--- src/rtl/fdc_loop_pkg.sv ---
package fdc_loop_pkg;

    typedef enum logic {
        PD_IDLE   = 1'b0,
        PD_CHARGE = 1'b1
    } pd_state_e;

    typedef enum logic {
        NP_IDLE   = 1'b0,
        NP_ACTIVE = 1'b1
    } np_state_e;

    // Quantiser code to signed level; unused codes clamp to the nearest end.
    function automatic logic signed [2:0] level_of(input logic [2:0] raw);
        logic signed [2:0] lvl;
        unique case (raw)
            3'b000:          lvl = 3'sb000;
            3'b001:          lvl = 3'sb001;
            3'b010, 3'b011:  lvl = 3'sb010;
            3'b111:          lvl = 3'sb111;
            default:         lvl = 3'sb110;
        endcase
        return lvl;
    endfunction

endpackage

--- src/rtl/fdc_sync.sv ---
module fdc_sync #(
    parameter int WIDTH = 1
) (
    input  logic             clk,
    input  logic             rst,
    input  logic [WIDTH-1:0] d,
    output logic [WIDTH-1:0] q
);
    logic [WIDTH-1:0] stage1;

    always_ff @(posedge clk) begin
        if (rst) begin
            stage1 <= '0;
            q      <= '0;
        end else begin
            stage1 <= d;
            q      <= stage1;
        end
    end
endmodule

--- src/rtl/fdc_phase_det.sv ---
module fdc_phase_det
    import fdc_loop_pkg::*;
(
    input  logic clk,
    input  logic rst,
    input  logic meas_s,
    input  logic carry,
    output logic pos_en
);
    pd_state_e st, st_nx;
    logic      meas_d;
    logic      rise;

    always_ff @(posedge clk) begin
        if (rst) meas_d <= 1'b0;
        else     meas_d <= meas_s;
    end

    assign rise = meas_s & ~meas_d;

    always_ff @(posedge clk) begin
        if (rst) st <= PD_IDLE;
        else     st <= st_nx;
    end

    always_comb begin
        st_nx = st;
        unique case (st)
            PD_IDLE:   if (rise)  st_nx = PD_CHARGE;
            PD_CHARGE: if (carry) st_nx = PD_IDLE;
            default:   st_nx = PD_IDLE;
        endcase
    end

    always_comb begin
        pos_en = (st == PD_CHARGE);
    end

    assert_rise_sets_R2: assert property (@(posedge clk) disable iff (rst)
        (!pos_en && rise) |=> pos_en);
    assert_carry_clears_R3: assert property (@(posedge clk) disable iff (rst)
        (pos_en && carry) |=> !pos_en);
    assert_rise_ignored_R3: assert property (@(posedge clk) disable iff (rst)
        (pos_en && !carry) |=> pos_en);
endmodule

--- src/rtl/fdc_neg_pulse.sv ---
module fdc_neg_pulse
    import fdc_loop_pkg::*;
#(
    parameter int NEG_HALVES = 17
) (
    input  logic clk,
    input  logic rst,
    input  logic tick_half,
    input  logic carry,
    output logic neg_en
);
    localparam int HW = $clog2(NEG_HALVES + 1);

    np_state_e      st, st_nx;
    logic [HW-1:0]  halfcnt, halfcnt_nx;

    always_ff @(posedge clk) begin
        if (rst) begin
            st      <= NP_IDLE;
            halfcnt <= '0;
        end else begin
            st      <= st_nx;
            halfcnt <= halfcnt_nx;
        end
    end

    always_comb begin
        st_nx      = st;
        halfcnt_nx = halfcnt;
        if (carry) begin
            st_nx      = NP_ACTIVE;
            halfcnt_nx = HW'(NEG_HALVES);
        end else begin
            unique case (st)
                NP_IDLE: ;
                NP_ACTIVE: begin
                    if (tick_half) begin
                        if (halfcnt == HW'(1)) begin
                            st_nx      = NP_IDLE;
                            halfcnt_nx = '0;
                        end else begin
                            halfcnt_nx = halfcnt - HW'(1);
                        end
                    end
                end
                default: st_nx = NP_IDLE;
            endcase
        end
    end

    always_comb begin
        neg_en = (st == NP_ACTIVE);
    end

    assert_pulse_start_R4: assert property (@(posedge clk) disable iff (rst)
        (!neg_en && carry) |=> neg_en);
    assert_pulse_live_R4: assert property (@(posedge clk) disable iff (rst)
        neg_en |-> (halfcnt != '0));
    assert_idle_quiet_R4: assert property (@(posedge clk) disable iff (rst)
        (!neg_en && !carry) |=> !neg_en);
    assert_pulse_restart_R5: assert property (@(posedge clk) disable iff (rst)
        (neg_en && carry) |=> (neg_en && halfcnt == HW'(NEG_HALVES)));
endmodule

--- src/rtl/fdc_rate_loop.sv ---
module fdc_rate_loop
    import fdc_loop_pkg::*;
#(
    parameter int CNT_W         = 5,
    parameter int ACC_W         = 6,
    parameter int ACC_MIN       = -16,
    parameter int ACC_MAX       = 12,
    parameter int CENTER_RELOAD = 19
) (
    input  logic                    clk,
    input  logic                    rst,
    input  logic                    tick_mclk,
    input  logic [2:0]              code_s,
    output logic                    carry,
    output logic signed [ACC_W-1:0] acc,
    output logic                    valid
);
    localparam int CNT_TOP = (1 << CNT_W) - 1;

    logic [CNT_W-1:0]        cnt;
    logic [CNT_W-1:0]        reload;
    logic signed [ACC_W-1:0] acc_nx;

    assign carry = tick_mclk && (cnt == '0);

    always_comb begin
        int sum_a;
        int sum_r;
        sum_a = int'(acc) + int'(level_of(code_s));
        if (sum_a > ACC_MAX) sum_a = ACC_MAX;
        if (sum_a < ACC_MIN) sum_a = ACC_MIN;
        acc_nx = ACC_W'(sum_a);
        sum_r  = sum_a + CENTER_RELOAD;
        if (sum_r > CNT_TOP) sum_r = CNT_TOP;
        if (sum_r < 0)       sum_r = 0;
        reload = CNT_W'(sum_r);
    end

    always_ff @(posedge clk) begin
        if (rst) begin
            cnt   <= '0;
            acc   <= '0;
            valid <= 1'b0;
        end else begin
            valid <= carry;
            if (carry) begin
                acc <= acc_nx;
                cnt <= reload;
            end else if (tick_mclk) begin
                cnt <= cnt - CNT_W'(1);
            end
        end
    end

    assert_acc_range_R7: assert property (@(posedge clk) disable iff (rst)
        (int'(acc) >= ACC_MIN) && (int'(acc) <= ACC_MAX));
    assert_reload_tracks_word_R8: assert property (@(posedge clk) disable iff (rst)
        carry |=> (int'(cnt) == int'(acc) + CENTER_RELOAD));
    assert_valid_single_R9: assert property (@(posedge clk) disable iff (rst)
        valid |=> !valid);
    assert_word_hold_R9: assert property (@(posedge clk) disable iff (rst)
        !carry |=> $stable(acc));
endmodule

--- src/rtl/fdc_loop_ctrl.sv ---
module fdc_loop_ctrl
    import fdc_loop_pkg::*;
#(
    parameter int CNT_W         = 5,
    parameter int ACC_W         = 6,
    parameter int ACC_MIN       = -16,
    parameter int ACC_MAX       = 12,
    parameter int CENTER_RELOAD = 19,
    parameter int NEG_HALVES    = 17
) (
    input  logic             clk,
    input  logic             rst,
    input  logic             tick_mclk,
    input  logic             tick_half,
    input  logic             meas_in,
    input  logic [2:0]       adc_code,
    output logic             pos_pump_en,
    output logic             neg_pump_en,
    output logic [ACC_W-1:0] freq_word,
    output logic             freq_valid
);
    logic                    meas_s;
    logic [2:0]              code_s;
    logic                    carry;
    logic signed [ACC_W-1:0] acc;

    fdc_sync #(.WIDTH(1)) u_meas_sync (
        .clk (clk), .rst (rst), .d (meas_in), .q (meas_s)
    );

    fdc_sync #(.WIDTH(3)) u_code_sync (
        .clk (clk), .rst (rst), .d (adc_code), .q (code_s)
    );

    fdc_rate_loop #(
        .CNT_W         (CNT_W),
        .ACC_W         (ACC_W),
        .ACC_MIN       (ACC_MIN),
        .ACC_MAX       (ACC_MAX),
        .CENTER_RELOAD (CENTER_RELOAD)
    ) u_rate (
        .clk       (clk),
        .rst       (rst),
        .tick_mclk (tick_mclk),
        .code_s    (code_s),
        .carry     (carry),
        .acc       (acc),
        .valid     (freq_valid)
    );

    fdc_phase_det u_pd (
        .clk    (clk),
        .rst    (rst),
        .meas_s (meas_s),
        .carry  (carry),
        .pos_en (pos_pump_en)
    );

    fdc_neg_pulse #(.NEG_HALVES(NEG_HALVES)) u_neg (
        .clk       (clk),
        .rst       (rst),
        .tick_half (tick_half),
        .carry     (carry),
        .neg_en    (neg_pump_en)
    );

    assign freq_word = acc;

    assert_carry_on_tick_R8: assert property (@(posedge clk) disable iff (rst)
        carry |-> tick_mclk);
    assert_valid_with_pulse_R9: assert property (@(posedge clk) disable iff (rst)
        freq_valid |-> neg_pump_en);
endmodule

--- config.mk ---
export PLATFORM = sky130hd
export DESIGN_NAME = fdc_loop_ctrl
export DESIGN_NICKNAME = d
export VERILOG_FILES = /design/src/rtl/fdc_loop_pkg.sv /design/src/rtl/fdc_sync.sv /design/src/rtl/fdc_phase_det.sv /design/src/rtl/fdc_neg_pulse.sv /design/src/rtl/fdc_rate_loop.sv /design/src/rtl/fdc_loop_ctrl.sv
export SDC_FILE = /design/constraint.sdc
export NUM_CORES = 1
export LEC_CHECK = 0
export BUFFER_PORTS_ARGS = -buffer_cell sky130_fd_sc_hd__buf_2
export CAP_MARGIN = 25
export CELL_PAD_IN_SITES_DETAIL_PLACEMENT = 0
export CELL_PAD_IN_SITES_GLOBAL_PLACEMENT = 1
export CORE_MARGIN = 5
export CORE_UTILIZATION = 32
export DETAILED_ROUTE_END_ITERATION = 7
export PLACE_DENSITY_LB_ADDON = 0.1
export SLEW_MARGIN = 20
export SYNTH_ARGS = -nofsm -noshare
export SYNTH_HDL_FRONTEND = slang
export SYNTH_HIERARCHICAL = 1
export SYNTH_SLANG_ARGS = --single-unit
export TNS_END_PERCENT = 5
--- constraint.sdc ---
create_clock -name clk -period 5.15 [get_ports clk]
set_input_delay 0.515 -clock clk [delete_from_list [all_inputs] [get_ports clk]]
set_output_delay 0.515 -clock clk [all_outputs]
set_load 0.02 [all_outputs]
## After elaboration in Yosys (flattened, before gate mapping)

Index checks and enable logic that the tools add are counted.

- Input port bits: 8
- Register bits after elaboration: 28
- Bits in latches: 0
- Bits in read-only memories: 0
- Word-level logic and storage cells: 56
- Memory bits (writable): 0
- Memories: 0
- Output and inout port bits: 9

- Equal/unequal tests: 5
- Bitwise operators: 3
- Multiply operators: 0
- $lt $le $gt $ge: 4
- Muxes and demuxes: 18
- Divide/modulo/power cells: 0
- Shift-type cells: 0
- Add/subtract/negate cells: 4
- Reductions and logical operators: 10

Operators by type and width:

| kind | count |
|---|---|
| $mux 32 | 3 |
| $mux 5 | 7 |
| $add 32x6->32 const B | 1 |
| $gt 32x5->1 const B | 1 |
| $gt 32x6->1 const B | 1 |
| $lt 32x1->1 const B | 1 |
| $lt 32x5->1 const B | 1 |
| $pmux 3 s4 | 1 |
| $sub 5x1->5 const B | 2 |
| $add 6x3->7 | 1 |
| $eq 3x2->1 const B | 2 |
| $mux 1 | 6 |
| $reduce_bool 2->1 | 3 |
| $eq 5x1->1 const B | 1 |
| $logic_not 5->1 | 1 |
| $reduce_and 2->1 | 2 |
| $reduce_or 2->1 | 2 |
| $eq 3x1->1 const B | 1 |
| $eq 3x3->1 const B | 1 |
| $logic_not 3->1 | 1 |
| $not 1->1 | 2 |
| $pmux 1 s2 | 1 |
| $and 1x1->1 | 1 |
| $logic_and 1x1->1 | 1 |

## Logic depth before layout (Yosys ltp)

Gate-level depths: netlist of the first run.

- Depth in word-level cells: 14
- Mapped depth: 17
- Depth with buffers taken out: 16

## Modules after synthesis

Netlist of the first run, hierarchy kept.

Modules (own cells, without submodules):

| module | times used | area an instance (sq um) | seq. area each (sq um) | cells each |
|---|---|---|---|---|
| fdc_rate_loop | 1 | 1258.7 | 240.2 | 162 |
| fdc_neg_pulse | 1 | 296.5 | 120.1 | 32 |
| fdc_sync at u_code_sync | 1 | 157.7 | 120.1 | 12 |
| fdc_phase_det | 1 | 67.6 | 40.0 | 6 |
| fdc_sync at u_meas_sync | 1 | 52.6 | 40.0 | 4 |

## Least setup slack after synthesis of the first run

OpenSTA, ideal clock, no wires.

- Path kind: register -> register
- Start point: register u_code_sync.q[2]
- End point: register u_rate.cnt[0]
- Arrival time: 3.914 ns
- Setup time: 0.125 ns
- Cell stages (with the launch flop): 17
- Buffers on the path: 1
- Path slack: 1.111 ns
- Data required time: 5.025 ns
- Path through: dfxtp_1 > or2_2 > a21boi_0 > ha_1 > fa_1 > nand3_1 > a21oi_1 > o22ai_1 > clkbuf_1 > nand3_1 > o21ai_2 > nand2_1 > ha_1 > or3_1 > nor4b_2 > a211oi_1 > o41a_1

- Longest elaborated chain between the ends: 14
- Elaborated cells between the ends (all ways): 18
- Those cells by class: 2 x add/sub; 4 x order compare; 4 x eq/ne; 6 x mux; 2 x reduce/logical

RTL lines:

| element | RTL line | text |
|---|---|---|
| start, declared | fdc_sync.sv:7 | `output logic [WIDTH-1:0] q` |
| start signal, assigned | fdc_sync.sv:17 | `q <= stage1;` |
| $eq 3x2->1 | fdc_loop_pkg.sv:16 | `unique case (raw)` |
| $reduce_or 2->1 | fdc_loop_pkg.sv:16 |  |
| $pmux 3 s4 * | fdc_loop_pkg.sv:16 |  |
| $add 6x3->7 * | fdc_rate_loop.sv:29 | `sum_a = int'(acc) + int'(level_of(code_s));` |
| $gt 32x5->1 | fdc_rate_loop.sv:30 | `if (sum_a > ACC_MAX) sum_a = ACC_MAX;` |
| $mux 32 * | fdc_rate_loop.sv:30 |  |
| $lt 32x5->1 | fdc_rate_loop.sv:31 | `if (sum_a < ACC_MIN) sum_a = ACC_MIN;` |
| $mux 32 * | fdc_rate_loop.sv:31 |  |
| $add 32x6->32 * | fdc_rate_loop.sv:33 | `sum_r = sum_a + CENTER_RELOAD;` |
| $gt 32x6->1 | fdc_rate_loop.sv:34 | `if (sum_r > CNT_TOP) sum_r = CNT_TOP;` |
| $mux 32 * | fdc_rate_loop.sv:34 |  |
| $lt 32x1->1 | fdc_rate_loop.sv:35 | `if (sum_r < 0) sum_r = 0;` |
| $mux 5 * | fdc_rate_loop.sv:35 |  |
| $mux 5 * | fdc_rate_loop.sv:46 | `if (carry) begin` |
| end signal, assigned | fdc_rate_loop.sv:48 | `cnt <= reload;` |
| end signal, assigned | fdc_rate_loop.sv:50 | `cnt <= cnt - CNT_W'(1);` |
| end, declared | fdc_rate_loop.sv:20 | `logic [CNT_W-1:0] cnt;` |

Every way passes the cells marked *; elsewhere a longest branch is shown, timed or not.
A chain may end at the register's enable or synchronous reset.

## Worst setup path in the final report of the first run

Ends and elaborated chain as after synthesis.

==> results of run 1 <==
worst max path at each step:
stage / start / endpoint / slack [ns] / cells past startpoint
2_1_floorplan: u_code_sync/q[2] / u_rate/cnt[0] / 1.11 / 16
3_3_place_gp: u_code_sync/q[2] / u_rate/cnt[0] / 0.82 / 14
3_5_place_dp: u_code_sync/q[2] / u_rate/cnt[0] / 0.66 / 15
4_1_cts: u_code_sync/q[2] / u_rate/cnt[0] / 0.65 / 15
5_1_grt: u_code_sync/q[2] / u_rate/cnt[0] / 0.29 / 15
6_report: u_code_sync/q[2] / u_rate/cnt[0] / 0.72 / 15
sequential cells by signal, indices dropped and copies added, names as in the netlist, 3 cells and up:
register,cells
u_rate/acc,6
u_neg/halfcnt,5
u_code_sync/stage1,3
u_code_sync/q,3
u_rate/cnt,5
power by group through the flow:
| stage | Clock, uW | Combinational, uW | Sequential [uW] |
|---|---|---|---|
| after global placement | 0 | 460 | 281 |
| final | 133 | 449 | 275 |
| after global routing | 149 | 515 | 281 |
| after floorplan | 0 | 332 | 290 |
| after CTS | 140 | 455 | 276 |
| after detailed placement | 0 | 453 | 281 |
per-layer routing:
metal  vias up  GRT usage
li1        816          -
met1       685      0.161
met2        12      0.186
met3         2     0.0269
met4         0     0.0129
met5         -          0
area by class of cell:
class	instances	share of cell area
timing repair buffer	17	0.0428
inverter	19	0.0348
multi-input combinational	164	0.578
sequential	28	0.274
clock buffer	4	0.0269
tap	72	0.0440
layout by cell type (no fill, tap or decap), types with 3 or more instances in the layout:
master    count
nor2_1       14
nor2b_1       9
a211oi_1      6
ha_1         19
nand4b_1      3
a21oi_1      13
o21ai_0      10
or3_1         3
nor3_1        7
xnor2_1       4
dfxtp_1      28
clkbuf_8      4
or3b_1        3
buf_2        16
nand2_1      14
inv_1        18
or2_2         3
nand3_1       6
worst max-delay path: stages (launching register included):
cell and delay [ns]:
dfxtp_1 0.43, or2_2 0.18, a21boi_0 0.10, ha_1 0.24
fa_1 0.42, nand3_1 0.12, a21oi_1 0.13, o22ai_1 0.47
clkinv_1 0.41, ha_1 0.36, nor3_1 0.22, nand3_1 0.13
or3_1 0.34, nor4b_2 0.26, a211oi_1 0.10, o41a_1 0.41
per-stage QoR:
stage | utilization | hold slack, ns | total power, uW | cell area (um^2)
CTS | 0.369 | 0.442 | 871 | 2050
finish | 0.369 | 0.449 | 856 | 2050
floorplan | - | 0.414 | 622 | 1830
detailed placement | 0.360 | 0.428 | 734 | 1990
global placement | 0.360 | 0.429 | 741 | 1990
global route | 0.369 | 0.448 | 944 | 2050
kinds of logic after synthesis:
logic type / after synthesis / share of synthesized area
simple gates: 82 / 0.263
compound gates: 56 / 0.211
flops: 28 / 0.306
buf+inv: 24 / 0.0491
fa+ha+maj: 20 / 0.141
xor+xnor: 4 / 0.0191
mux: 2 / 0.0109
==> metrics.yaml, run 1 <==
outcome: "complete, no violations"
layout.nets: 261
cp.arrival_ns: 4.60
p_switching_uw: 358
multiInputGateArea_um2: 1180
seq_area_frac_synth: 0.306
yosysMostFrequentCell: "dfxtp_1"
slew-limit-headroom: 0.601
yosysUniqueCellTypes: 57
start_util: 0.331
hold_violations: 0
cts_resized: 0
pin_count: 17
swShare: 0.419
gp_congestion: 0.711
grt.total_usage: 0.115
wl_met2_mm: 1.86
yosys_warnings: 6
syn-mean-instance-area_um2: 8.49
h-tree-depth: 1
rows: 27
grt_pass1_vias: 1499
dr.max_layer_used: "met4"
ant_nets: 0
wl_met1_mm: 2.06
clock_latency_ns: 0.27
hold_path_depth: 1
core_area_um2: 5540
final_cells: 304
synth_top_area_frac: 0.306
synth_ff_type: "dfxtp_1"
dr.pass1.iters: 4
regToRegStartpoint: "u_code_sync/q[2]"
grt-ovfl-total: 0
preCtsSetupSlack_ns: 0.665
pwr-share-clk: 0.155
hp-start: "u_meas_sync/stage1"
fmax_mhz: 226
dp_hpwl_mm: 3.16
skew_ns: 0.00546
synth_area_leaders: "dfxtp_1 (31%), ha_1 (13%), inv_1 (3.7%), a21oi_1 (3.5%), nor2b_1 (3.1%)"
io_buffers: 16
fin_setup_tns_ns: 0
vias: 1515
synth-edff-count: 0
routedWlPerCell_um: 13.3
p_leak_uw: 0.000823
layout_setup_ws_ns: 0.717
min_to: "u_meas_sync/q"
path_class: "reg -> reg"
placed_cells: 300
synth_largest_area_cell: "dfxtp_1"
clkSinkCount: 28
min_period_ns: 4.43
synthesis.nets: 244
critical_path_required_ns: 5.31
grt_pass1_wl_mm: 7.02
r2r_setup_slack_ns: 0.72
tightest_slew_ns: 0.598
seqCellArea_um2: 561
fillers: 611
rr_worst_depth: 15
grt_max_degree: 28
cts.reportedPaths.clkPinSlew_ns: 0.09
clockRootBuffer: "clkbuf_8"
cp_max_fo: 9
fp.dieW_um: 85.7
power_density_nw_per_um2: 418
rsz0062_at_grt: "false"
initialDrtViolationCount: 65
drt_wl_total_mm: 4.05
cap_viol_max_count: 0
die-area_um2: 7340
syn_inst: 216
dieHeight_um: 85.7
drive_gt1_frac: 0.138
route.detailed.drc: 0
cp-start-kind: "flip-flop"
synth_area_um2: 1830
synthToLayoutAreaGrowth_pct: 11.7
antenna_found_initial: 0
peakVddDrop_uv: 157
setup_violations: 0
synthArstFlopShare: 0
ys_ff_latch: 28
post_cts_buffers: 0
fin_crit_sh: 0.861
cts_tree: "built"
cts_buffers: 3
crit_path_end_kind: "flip-flop"
worst_r2r_endpoint: "u_rate/cnt[0]"
n_antenna_cell: 0
slew_violations: 0
combPwrFrac: 0.524
synthTopCellsByCount: "dfxtp_1 (28), ha_1 (19), inv_1 (18)"
viasPerCell: 4.98
dr_wl_met3_um: 111
cell_internal_pwr_uw: 498
seqPwrFrac: 0.321
hold_path_class: "reg -> reg"
cts-hold-fix-buffers: 0
ctsLongestPathBuffers: 2
Note: power is estimated with default switching activity, not from simulation.
==> inputs of run 2 (changes only) <==
- ABC_CLOCK_PERIOD_IN_PS: not set -> 5150
- CELL_PAD_IN_SITES_DETAIL_PLACEMENT: 0 -> not set
- CELL_PAD_IN_SITES_GLOBAL_PLACEMENT: 1 -> not set
- CORE_ASPECT_RATIO: not set -> 1.5
- PLACE_DENSITY_LB_ADDON: 0.1 -> not set
==> metrics.yaml, run 2 (synthesis gave the netlist of run 1 again) <==
outcome: "complete, no violations"  # unchanged
rr_worst_depth: 15  # unchanged
hp-start: "adc_code[1]"  # was u_meas_sync/stage1
clockRootBuffer: "clkbuf_8"  # unchanged
rsz0062_at_grt: "false"  # unchanged
largest_register_ffs: 6  # unchanged
seqCellArea_um2: 561  # unchanged
regToRegStartpoint: "u_code_sync/q[2]"  # unchanged
cap_viol_max_count: 0  # unchanged
synthToLayoutAreaGrowth_pct: 12.4  # was 11.7%
top_register: "u_rate/acc"  # unchanged
cp-start-kind: "flip-flop"  # unchanged
routedWlPerCell_um: 13.4  # was 13.3 um
cp.arrival_ns: 4.49  # was 4.60 ns
core_area_um2: 5530  # was 5540 um^2
ant_nets: 0  # unchanged
drive_gt1_frac: 0.138  # unchanged
pin_count: 17  # unchanged
h-tree-depth: 1  # unchanged
route.detailed.drc: 0  # unchanged
fp.dieW_um: 71.8  # was 85.7 um
r2r_setup_slack_ns: 0.83  # was 0.72 ns
skew_ns: 0.00730  # was 0.00546 ns
fin_crit_sh: 0.838  # was 0.861
rows: 33  # was 27
vias: 1576  # was 1515
fillers: 611  # unchanged
slew_violations: 0  # unchanged
tightest_slew_ns: 0.612  # was 0.598 ns
min_period_ns: 4.32  # was 4.43 ns
antenna_found_initial: 0  # unchanged
final_cells: 302  # was 304
cp_max_fo: 6  # was 9
cts-hold-fix-buffers: 0  # unchanged
critical_path_required_ns: 5.33  # was 5.31 ns
fmax_mhz: 232  # was 226 MHz
preCtsSetupSlack_ns: 0.843  # was 0.665 ns
cts.reportedPaths.clkPinSlew_ns: 0.11  # was 0.09 ns
post_cts_buffers: 0  # unchanged
grt-ovfl-total: 0  # unchanged
die-area_um2: 7370  # was 7340 um^2
drt_wl_total_mm: 4.05  # about the same
cts_tree: "built"  # unchanged
dieHeight_um: 103  # was 85.7 um
utilization: 0.372  # was 0.369
layout.nets: 261  # unchanged
final_common_cell: "dfxtp_1"  # unchanged
cts_buffers: 3  # unchanged
hold_path_class: "in -> reg"  # was reg -> reg
grt.total_usage: 0.116  # was 0.115
worst_r2r_endpoint: "u_rate/cnt[0]"  # unchanged
reg_top3: "u_rate/acc: 6 flops, u_neg/halfcnt: 5 flops, u_rate/cnt: 5 flops"  # unchanged
placed_cells: 298  # was 300
cts_resized: 0  # unchanged
hold_violations: 0  # unchanged
clkSinkCount: 28  # unchanged
power_density_nw_per_um2: 437  # was 418 nW/um^2
grt_pass1_vias: 1530  # was 1499
p_leak_uw: 0.000830  # was 0.000823 uW
setup_violations: 0  # unchanged
grt_max_degree: 28  # unchanged
dp_hpwl_mm: 3.13  # was 3.16 mm
crit_end: "u_rate/cnt[0]"  # unchanged
fin_setup_tns_ns: 0  # unchanged
initialDrtViolationCount: 71  # was 65
slew-limit-headroom: 0.592  # was 0.601
start_util: 0.331  # about the same
multiInputGateArea_um2: 1180  # unchanged
gp_congestion: 0.832  # was 0.711
viasPerCell: 5.22  # was 4.98
n_antenna_cell: 0  # unchanged
cp-startpoint: "u_code_sync/q[2]"  # unchanged
peakVddDrop_uv: 210  # was 157 uV
clock_latency_ns: 0.28  # was 0.27 ns
io_buffers: 16  # unchanged
ctsLongestPathBuffers: 2  # unchanged
layout_setup_ws_ns: 0.832  # was 0.717 ns
grt_pass1_wl_mm: 6.90  # was 7.02 mm
mostFrequentLayoutCells: "dfxtp_1 (28), ha_1 (19), inv_1 (18)"  # unchanged
path_class: "reg -> reg"  # unchanged
crit_path_end_kind: "flip-flop"  # unchanged
dr.pass1.iters: 4  # unchanged
-- run 2: power breakdown --
group / total (uW) / switching [uW] / leakage [uW] / internal (uW)
logic: 443 / 264 / 0.000564 / 179
clock network: 179 / 74.7 / 0.0000357 / 104
registers: 277 / 27.4 / 0.000230 / 250
total: 900 / 366 / 0.000830 / 534
-- run 2: critical path, cell delays in order, from the launching register on --
cell and delay [ns]:
dfxtp_1 0.37, or2_2 0.33, a21boi_0 0.17, ha_1 0.25, fa_1 0.23, nand3_1 0.12
a21oi_1 0.34, nor2_1 0.16, or3_4 0.43, o21ai_2 0.19, nand2_1 0.14, ha_1 0.29
or3_1 0.41, nor4b_2 0.27, a211oi_1 0.10, o41a_1 0.43
-- run 2: area by class of cell --
type,count,share of cell area
clock buffer,3,0.0200
clock inverter,1,0.0146
inverter,19,0.0346
multi-input combinational,164,0.574
timing repair buffer,17,0.0425
sequential,28,0.272
tap,70,0.0425
-- run 2: layer usage --
metal,routed length [um],global-route usage,vias up,part of all wire
li1,-,-,823,-
met1,1730,0.128,721,0.43
met2,2110,0.220,26,0.52
met3,140,0.0185,6,0.035
met4,62,0.0405,0,0.015
met5,0,0,-,0
-- run 2: worst min-delay path by stage --
stage,to,depth (start not counted)
after global routing,u_code_sync/stage1[2],2
after CTS,u_code_sync/stage1[1],2
after floorplan,u_code_sync/q[0],1
after global placement,u_code_sync/q[0],1
final,u_code_sync/stage1[1],2
after detailed placement,u_meas_sync/q,1
-- run 2: stage by stage --
| stage | instance area (um^2) | hold WS, ns | total power [uW] |
|---|---|---|---|
| 5_1_grt | 2060 | 0.439 | 983 |
| 6_report | 2060 | 0.438 | 900 |
| 3_5_place_dp | 1990 | 0.423 | 728 |
| 2_1_floorplan | 1830 | 0.414 | 622 |
| 3_3_place_gp | 1990 | 0.420 | 721 |
| 4_1_cts | 2060 | 0.435 | 911 |
